==> config.mk <==
export PLATFORM = sky130hd
export DESIGN_NAME = io_wait_gen
export DESIGN_NICKNAME = d
export VERILOG_FILES = /design/src/rtl/io_wait_pkg.sv /design/src/rtl/io_wait_regs.sv /design/src/rtl/io_region_dec.sv /design/src/rtl/io_wait_ctr.sv /design/src/rtl/io_wait_gen.sv
export SDC_FILE = /design/constraint.sdc
export NUM_CORES = 1
export LEC_CHECK = 0
export BUFFER_PORTS_ARGS = -buffer_cell sky130_fd_sc_hd__buf_2
export CAP_MARGIN = 0
export CORE_AREA = 3 3 52 54
export DETAILED_ROUTE_END_ITERATION = 10
export DIE_AREA = 0 0 55 57
export PLACE_DENSITY = 0.8
export SYNTH_ARGS = -nofsm -noshare
export SYNTH_HDL_FRONTEND = slang
export SYNTH_SLANG_ARGS = --single-unit
==> constraint.sdc <==
create_clock -name clk -period 3.84 [get_ports clk]
set_clock_uncertainty 0.1 [all_clocks]
set_input_delay 0.576 -clock clk [delete_from_list [all_inputs] [get_ports clk]]
set_output_delay 0.576 -clock clk [all_outputs]
set_load 0.02 [all_outputs]
==> src/rtl/io_wait_pkg.sv <==
// Package: shared defaults and the access state type for the I/O wait-state
// generator. Assumes a four-region, 11-bit I/O space by default.
package io_wait_pkg;
    localparam int IO_AW_DEF  = 11;
    localparam int WAIT_W_DEF = 3;
    localparam int NREG_DEF   = 4;

    typedef enum logic {
        ACC_IDLE = 1'b0,
        ACC_BUSY = 1'b1
    } acc_state_e;
endpackage

==> src/rtl/io_wait_regs.sv <==
// Module: bank of wait-state registers with a single write port.
// Assumes writes are one register per cycle; every register resets to all ones.
module io_wait_regs #(
    parameter int NREG   = io_wait_pkg::NREG_DEF,
    parameter int WAIT_W = io_wait_pkg::WAIT_W_DEF,
    localparam int SEL_W = $clog2(NREG)
) (
    input  logic              clk,
    input  logic              rst_n,
    input  logic              we,
    input  logic [SEL_W-1:0]  sel,
    input  logic [WAIT_W-1:0] wdata,
    output logic [WAIT_W-1:0] wait_q [NREG]
);
    localparam logic [WAIT_W-1:0] WAIT_RST = {WAIT_W{1'b1}};

    for (genvar i = 0; i < NREG; i++) begin : g_reg
        // Holds one region's wait count; loads on a matching write.
        always_ff @(posedge clk) begin
            if (!rst_n)
                wait_q[i] <= WAIT_RST;
            else if (we && (sel == SEL_W'(i)))
                wait_q[i] <= wdata;
        end
    end


    reg_write_chk: assert property (@(posedge clk) disable iff (!rst_n)
        we |=> wait_q[$past(sel)] == $past(wdata));
endmodule

==> src/rtl/io_region_dec.sv <==
// Module: decodes the top address bits into a region and selects that
// region's wait count. Assumes NREG is a power of two covering the space.
module io_region_dec #(
    parameter int IO_AW  = io_wait_pkg::IO_AW_DEF,
    parameter int NREG   = io_wait_pkg::NREG_DEF,
    parameter int WAIT_W = io_wait_pkg::WAIT_W_DEF,
    localparam int SEL_W = $clog2(NREG)
) (
    input  logic [IO_AW-1:0]  addr,
    input  logic [WAIT_W-1:0] wait_q [NREG],
    output logic [WAIT_W-1:0] wait_sel
);
    logic [SEL_W-1:0] region;
    logic [NREG-1:0]  hit;

    assign region = addr[IO_AW-1 -: SEL_W];

    for (genvar i = 0; i < NREG; i++) begin : g_hit
        assign hit[i] = (region == SEL_W'(i));
    end

    // Merges the one-hot region hits into the selected wait count.
    always_comb begin
        wait_sel = '0;
        for (int i = 0; i < NREG; i++)
            if (hit[i]) wait_sel = wait_sel | wait_q[i];

        region_onehot_chk: assert ($onehot(hit));
    end
endmodule

==> src/rtl/io_wait_ctr.sv <==
// Module: access sequencer. Latches an accepted request, holds the strobe low
// and counts down the wait states, raising ready in the last cycle.
// Assumes the request is sampled only while idle.
module io_wait_ctr #(
    parameter int IO_AW  = io_wait_pkg::IO_AW_DEF,
    parameter int WAIT_W = io_wait_pkg::WAIT_W_DEF
) (
    input  logic              clk,
    input  logic              rst_n,
    input  logic              req,
    input  logic [IO_AW-1:0]  addr_in,
    input  logic              wr_in,
    input  logic [WAIT_W-1:0] wait_in,
    output logic              sel_n,
    output logic [IO_AW-1:0]  addr_out,
    output logic              wr_out,
    output logic              ready
);
    import io_wait_pkg::*;

    acc_state_e        state;
    logic [WAIT_W-1:0] cnt;

    // Sequences accept, count-down and completion of one access.
    always_ff @(posedge clk) begin
        if (!rst_n) begin
            state    <= ACC_IDLE;
            cnt      <= '0;
            addr_out <= '0;
            wr_out   <= 1'b0;
        end else if (state == ACC_IDLE) begin
            if (req) begin
                state    <= ACC_BUSY;
                cnt      <= wait_in;
                addr_out <= addr_in;
                wr_out   <= wr_in;
            end
        end else if (cnt == '0) begin
            state <= ACC_IDLE;
        end else begin
            cnt <= cnt - 1'b1;
        end
    end

    assign sel_n = (state == ACC_IDLE);
    assign ready = (state == ACC_BUSY) && (cnt == '0);


    accept_chk: assert property (@(posedge clk) disable iff (!rst_n)
        (sel_n && req) |=> !sel_n && addr_out == $past(addr_in) && wr_out == $past(wr_in));

    hold_chk: assert property (@(posedge clk) disable iff (!rst_n)
        (!sel_n && !ready) |=> !sel_n && $stable(addr_out) && $stable(wr_out));

    cnt_step_chk: assert property (@(posedge clk) disable iff (!rst_n)
        (!sel_n && cnt != '0) |=> cnt == $past(cnt) - 1'b1);

    end_chk: assert property (@(posedge clk) disable iff (!rst_n)
        ready |=> sel_n && !ready);
endmodule

==> src/rtl/io_wait_gen.sv <==
// Module: top of the region-based I/O wait-state generator. Joins the wait
// register bank, the region decoder and the access sequencer.
// Assumes one access in flight at a time and a core that stalls until ready.
module io_wait_gen #(
    parameter int IO_AW  = io_wait_pkg::IO_AW_DEF,
    parameter int WAIT_W = io_wait_pkg::WAIT_W_DEF,
    parameter int NREG   = io_wait_pkg::NREG_DEF,
    localparam int SEL_W = $clog2(NREG)
) (
    input  logic              clk,
    input  logic              rst_n,
    input  logic              io_req_i,
    input  logic [IO_AW-1:0]  io_addr_i,
    input  logic              io_wr_i,
    input  logic              cfg_we_i,
    input  logic [SEL_W-1:0]  cfg_sel_i,
    input  logic [WAIT_W-1:0] cfg_wdata_i,
    output logic              io_sel_n_o,
    output logic [IO_AW-1:0]  io_addr_o,
    output logic              io_wr_o,
    output logic              io_ready_o
);
    logic [WAIT_W-1:0] wait_q [NREG];
    logic [WAIT_W-1:0] wait_sel;

    io_wait_regs #(.NREG(NREG), .WAIT_W(WAIT_W)) u_regs (
        .clk    (clk),
        .rst_n  (rst_n),
        .we     (cfg_we_i),
        .sel    (cfg_sel_i),
        .wdata  (cfg_wdata_i),
        .wait_q (wait_q)
    );

    io_region_dec #(.IO_AW(IO_AW), .NREG(NREG), .WAIT_W(WAIT_W)) u_dec (
        .addr     (io_addr_i),
        .wait_q   (wait_q),
        .wait_sel (wait_sel)
    );

    io_wait_ctr #(.IO_AW(IO_AW), .WAIT_W(WAIT_W)) u_ctr (
        .clk      (clk),
        .rst_n    (rst_n),
        .req      (io_req_i),
        .addr_in  (io_addr_i),
        .wr_in    (io_wr_i),
        .wait_in  (wait_sel),
        .sel_n    (io_sel_n_o),
        .addr_out (io_addr_o),
        .wr_out   (io_wr_o),
        .ready    (io_ready_o)
    );


    reset_idle_chk: assert property (@(posedge clk)
        !rst_n |=> io_sel_n_o && !io_ready_o);
endmodule

* Word-level counts from Yosys, hierarchy flattened
Index checks and enable logic that the tools add are counted.
Cells by class: mux-type cells 10, add/subtract/negate cells 1, bitwise operators 4, eq/ne operators 7, reductions and logical operators 11
Operator list (count):
- $mux 3 | 7
- $or 3x3->3 | 3
- $eq 2x2->1 const B | 4
- $logic_and 1x1->1 | 5
- $eq 2x1->1 const B | 2
- $logic_not 2->1 | 2
- $reduce_and 2->1 | 2
- $logic_not 3->1 | 1
- $mux 1 | 3
- $sub 3x1->3 const B | 1
- $ne 2x2->1 const B | 1
- $reduce_bool 2->1 | 1
- $not 1->1 | 1
Storage, ports and cells: bits in registers 28, logic and storage cells 41, output and inout bits 14, bits of input ports 21

* Logic depth before layout (Yosys ltp)
word-level depth 10, depth in mapped cells 5, gate-level depth less buffers 5

* By module
Synthesis repeated with hierarchy kept, for this count alone.
Unflattened totals: cell total of the unflattened synthesis 127, area, all modules 1286.2 um^2
By module, submodules not included:
- io_wait_ctr | cells an instance 80, sequential area each 320.3 um^2, instances 1, area each 709.4 um^2
- io_wait_regs | cells an instance 44, sequential area each 240.2 um^2, instances 1, area each 498.0 um^2
- io_region_dec | cells an instance 3, sequential area each 0.0 um^2, instances 1, area each 78.8 um^2

* Least setup slack after synthesis
Ideal clock, no wire load.
kind register to output, start register u_ctr.cnt[0], end output port io_ready_o, setup slack 2.087 ns, buffers on the path 0, required time 3.164 ns, arrival time 1.077 ns, stages on the path, launching flop included 4, cells stage by stage dfxtp_1 -> inv_1 -> ha_1 -> nor3b_1
Between the ends: cells in the longest elaborated chain, start to end 2
Ends and longest elaborated chain:
- start, declared | RTL line io_wait_ctr.sv:22 | logic [WAIT_W-1:0] cnt;
- start signal, assigned | RTL line io_wait_ctr.sv:34 | cnt <= wait_in;
- start signal, assigned | RTL line io_wait_ctr.sv:41 | cnt <= cnt - 1'b1;
- $logic_not 3->1 | RTL line io_wait_ctr.sv:46 | assign ready = (state == ACC_BUSY) && (cnt == '0);
- $logic_and 1x1->1 | RTL line io_wait_ctr.sv:46
- end, declared | RTL line io_wait_gen.sv:21 | output logic io_ready_o
No other way between the ends.

* Final worst setup path
start register u_ctr.state, end output port io_ready_o
Between the ends: cells in the longest elaborated chain, start to end 1
Ends and longest elaborated chain:
- start, declared | RTL line io_wait_ctr.sv:21 | acc_state_e state;
- start signal, assigned | RTL line io_wait_ctr.sv:27 | state <= ACC_IDLE;
- start signal, assigned | RTL line io_wait_ctr.sv:33 | state <= ACC_BUSY;
- start signal, assigned | RTL line io_wait_ctr.sv:39 | state <= ACC_IDLE;
- $logic_and 1x1->1 | RTL line io_wait_ctr.sv:46
No other way between the ends.

==> impl_metrics.csv <==
group,metric,value,unit
worst_setup_path,startpoint_type,"flip-flop",
worst_setup_path,critical_path.slowest_cell,"dfxtp_1",
route,avgViaCountPerCell,5.20,
worst_setup_path,startpoint,"u_ctr.state",
clocking,clk_latency,320,ps
layout,drive_above_1_share,26.7,%
layout,final_nets,189,
sta,layout_setup_ws,1770,ps
placed_design,port_buffers,34,
pwr,leakage,0.671,nW
synth,synth.distinct_cells,28,
job,cap_violations,0,
worst_setup_path,path_cells,"inv_2 > nor3b_1 > buf_2",
floorplan,core-area,0.00225,mm^2
grt,grt_remaining_overflow,0,
synth,synth_area,0.00121,mm^2
synth,ys_ff_latch,28,
sta,rsz0062_at_grt,"false",
sta,finalMaxSlewViolations,0,
floorplan,dieWidth,55,um
floorplan,io_pins,35,
floorplan,initial_utilization,53.9,%
sta,timing.setup.tns,0,ps
worst_setup_path,crit_buf_inv,2,
grt,antenna_found_initial,0,
grt,grt_usage,16.3,%
sta,hold_ws,365,ps
sta,relSlewSlack,65.1,%
grt,grt_first_pass_wirelength,3770,um
clocking,cts_setup_buffers,0,
route,wire_per_inst,12.7,um
pwr,power_density,398,mW/mm^2
grt,first_global_vias,930,
layout,area_growth,16.7,%
worst_setup_path,critPathMaxFanout,11,
grt,grt_max_degree,17,
min_path,hp-class,"reg -> reg",
floorplan,dieArea,0.00314,mm^2
worst_setup_path,cp_slowest_stage_delay,600,ps
worst_setup_path,worst-setup-path-type,"reg -> out",
route,postRouteAntennaNets,0,
layout,num_antenna_cells,0,
placed_design,dp_hpwl,1870,um
floorplan,die_h,57,um
sta,final.min_clock_period,2070,ps
route,routed_wl,2450,um
clocking,cts_root_buffer,"clkbuf_4",
synth,synth_nets,156,
route,drc,0,
clocking,tritoncts,"built",
sta,hold_viol,0,
placed_design,post_dp_cell_area,0.00138,mm^2
worst_setup_path,worstReg2RegStart,"u_ctr.state",
placed_design,place_congestion,0.769,
run_status,status,"finished, final reports clean",
layout,final_cell_area,0.00142,mm^2
route,firstDrtPassIters,4,
synth,ys.warnings.count,0,
route,vias,1004,
route,drt-initial-drc-count,16,
clocking,htree_levels,1,
layout,final-instance-count-excl-fill,193,
clocking,clk_pin_slew,150,ps
worst_setup_path,cp.arrival,1390,ps
layout,fillers,205,
floorplan,row_count,17,
worst_setup_path,path_delay_family,"flip-flops",
worst_setup_path,cp_data_required_time,3160,ps
placed_design,dpl.cell_count,189,
synth,avgSynthCellArea,9.13,um^2
sta,timing.final.crit_share,53.8,%
clocking,cts_sinks,28,
worst_setup_path,critPathCaptureType,"output pin",
sta,worst_pin_slew,523,ps
clocking,cts_resized,0,
sta,setup_violations,0,
clocking,numCtsBuffers,3,
min_path,hold_path.startpoint,"u_ctr.wr_out",
synth,seq_area_frac_synth,46.1,%
placed_design,dp_slack,2050,ps
synth,netlist_instances,133,
clocking,clk_path_buf_depth,2,
pwr,irDropWorstVdd,0.000296,V
clocking,cts_hold_buf,0,
sta,clock.fmax,484,MHz
-- final cells by class --
cell class              count  area, um^2  area share [%]
clock buffers               4        36.3            2.56
inverters                   5        18.8            1.32
multi-input cells          94         597            42.1
flip-flops and latches     28         561            39.5
well taps                  28        35.0            2.47
repair buffers             34         170            12.0
-- state kept, by name (all words and copies together) (netlist names) --
register	cells
u_ctr.addr_out	11
u_ctr.state	1
u_regs.wait_q	12
u_ctr.cnt	3
u_ctr.wr_out	1
-- where the power goes --
part	leakage (nW)	switching, W	internal [W]
Clock	0.0210	0.0000818	0.0000580
Combinational	0.420	0.0000609	0.0000438
Sequential	0.230	0.0000114	0.000308
-- cells in the final DEF (no fill, tap or decap), types with 2 or more instances in the layout --
master / Yosys / final
a21oi_1: 13 / 13
mux2i_1: 17 / 17
buf_2: 1 / 34
ha_1: 2 / 2
inv_1: 4 / 4
nand2b_1: 3 / 3
nand2_1: 36 / 36
nor2_1: 2 / 2
or3_1: 2 / 2
nand3_1: 4 / 4
nand3b_1: 3 / 3
clkbuf_4: 0 / 3
dfxtp_1: 28 / 28
-- cell usage after synthesis --
| library cell | instances | area, um^2 |
|---|---|---|
| dfxtp_1 | 28 | 561 |
| nor3b_2 | 1 | 12.5 |
| buf_2 | 1 | 5.00 |
| nor2b_4 | 1 | 13.8 |
| nor2b_1 | 1 | 6.26 |
| a32o_1 | 1 | 10.0 |
| nor3b_1 | 1 | 7.51 |
| a41oi_2 | 1 | 16.3 |
| a31oi_1 | 1 | 6.26 |
| ha_1 | 2 | 25.0 |
| inv_2 | 1 | 3.75 |
| a21oi_1 | 13 | 65.1 |
| buf_6 | 1 | 11.3 |
| clkbuf_1 | 2 | 7.51 |
| a221oi_1 | 1 | 8.76 |
| mux2_2 | 1 | 11.3 |
| nand3_1 | 4 | 20.0 |
| a211o_1 | 1 | 8.76 |
| o32a_1 | 1 | 10.0 |
| a31o_2 | 1 | 8.76 |
| buf_4 | 2 | 15.0 |
| or3_1 | 2 | 12.5 |
| nand2_1 | 36 | 135 |
| mux2i_1 | 17 | 170 |
| nand2b_1 | 3 | 18.8 |
| nor2_1 | 2 | 7.51 |
| nand3b_1 | 3 | 22.5 |
| inv_1 | 4 | 15.0 |
-- per-stage QoR --
step                util [%]  power (W)
finish                  62.9   0.000564
global route            62.9   0.000593
global placement        61.3   0.000427
CTS                     62.9   0.000570
detailed placement      61.3   0.000431
floorplan                  -   0.000399
-- logic make-up after synthesis --
logic type	synth area share [%]
buffers and inverters	4.74
flip-flops	46.1
multiplexers	14.9
adder cells (fa/ha/maj)	2.06
AND/OR/NAND/NOR	21.1
AO/OA/AOI/OAI	11.0
-- tightest hold or removal path, cell delays in order, from the launching register on --
cell	delay, ps
dfxtp_1	340
nand2_1	50
a21oi_1	50
-- final timing paths --
kind             endpoint  slack, ps  cells past startpoint
max            io_ready_o       1770                      3
min          u_ctr.wr_out        360                      2
max reg2reg  u_ctr.cnt[0]       2140                      3
min reg2reg  u_ctr.wr_out        360                      2
-- routing by layer --
layer	share of wire [%]	wire (um)	vias up	track usage, %
met3	3.1	76	4	3.13
met2	52	1270	18	27.7
met4	1.0	25	0	6.25
met1	44	1080	467	19.6
li1	-	-	515	-
met5	0	0	-	0
(Power assumes the default switching activity.)
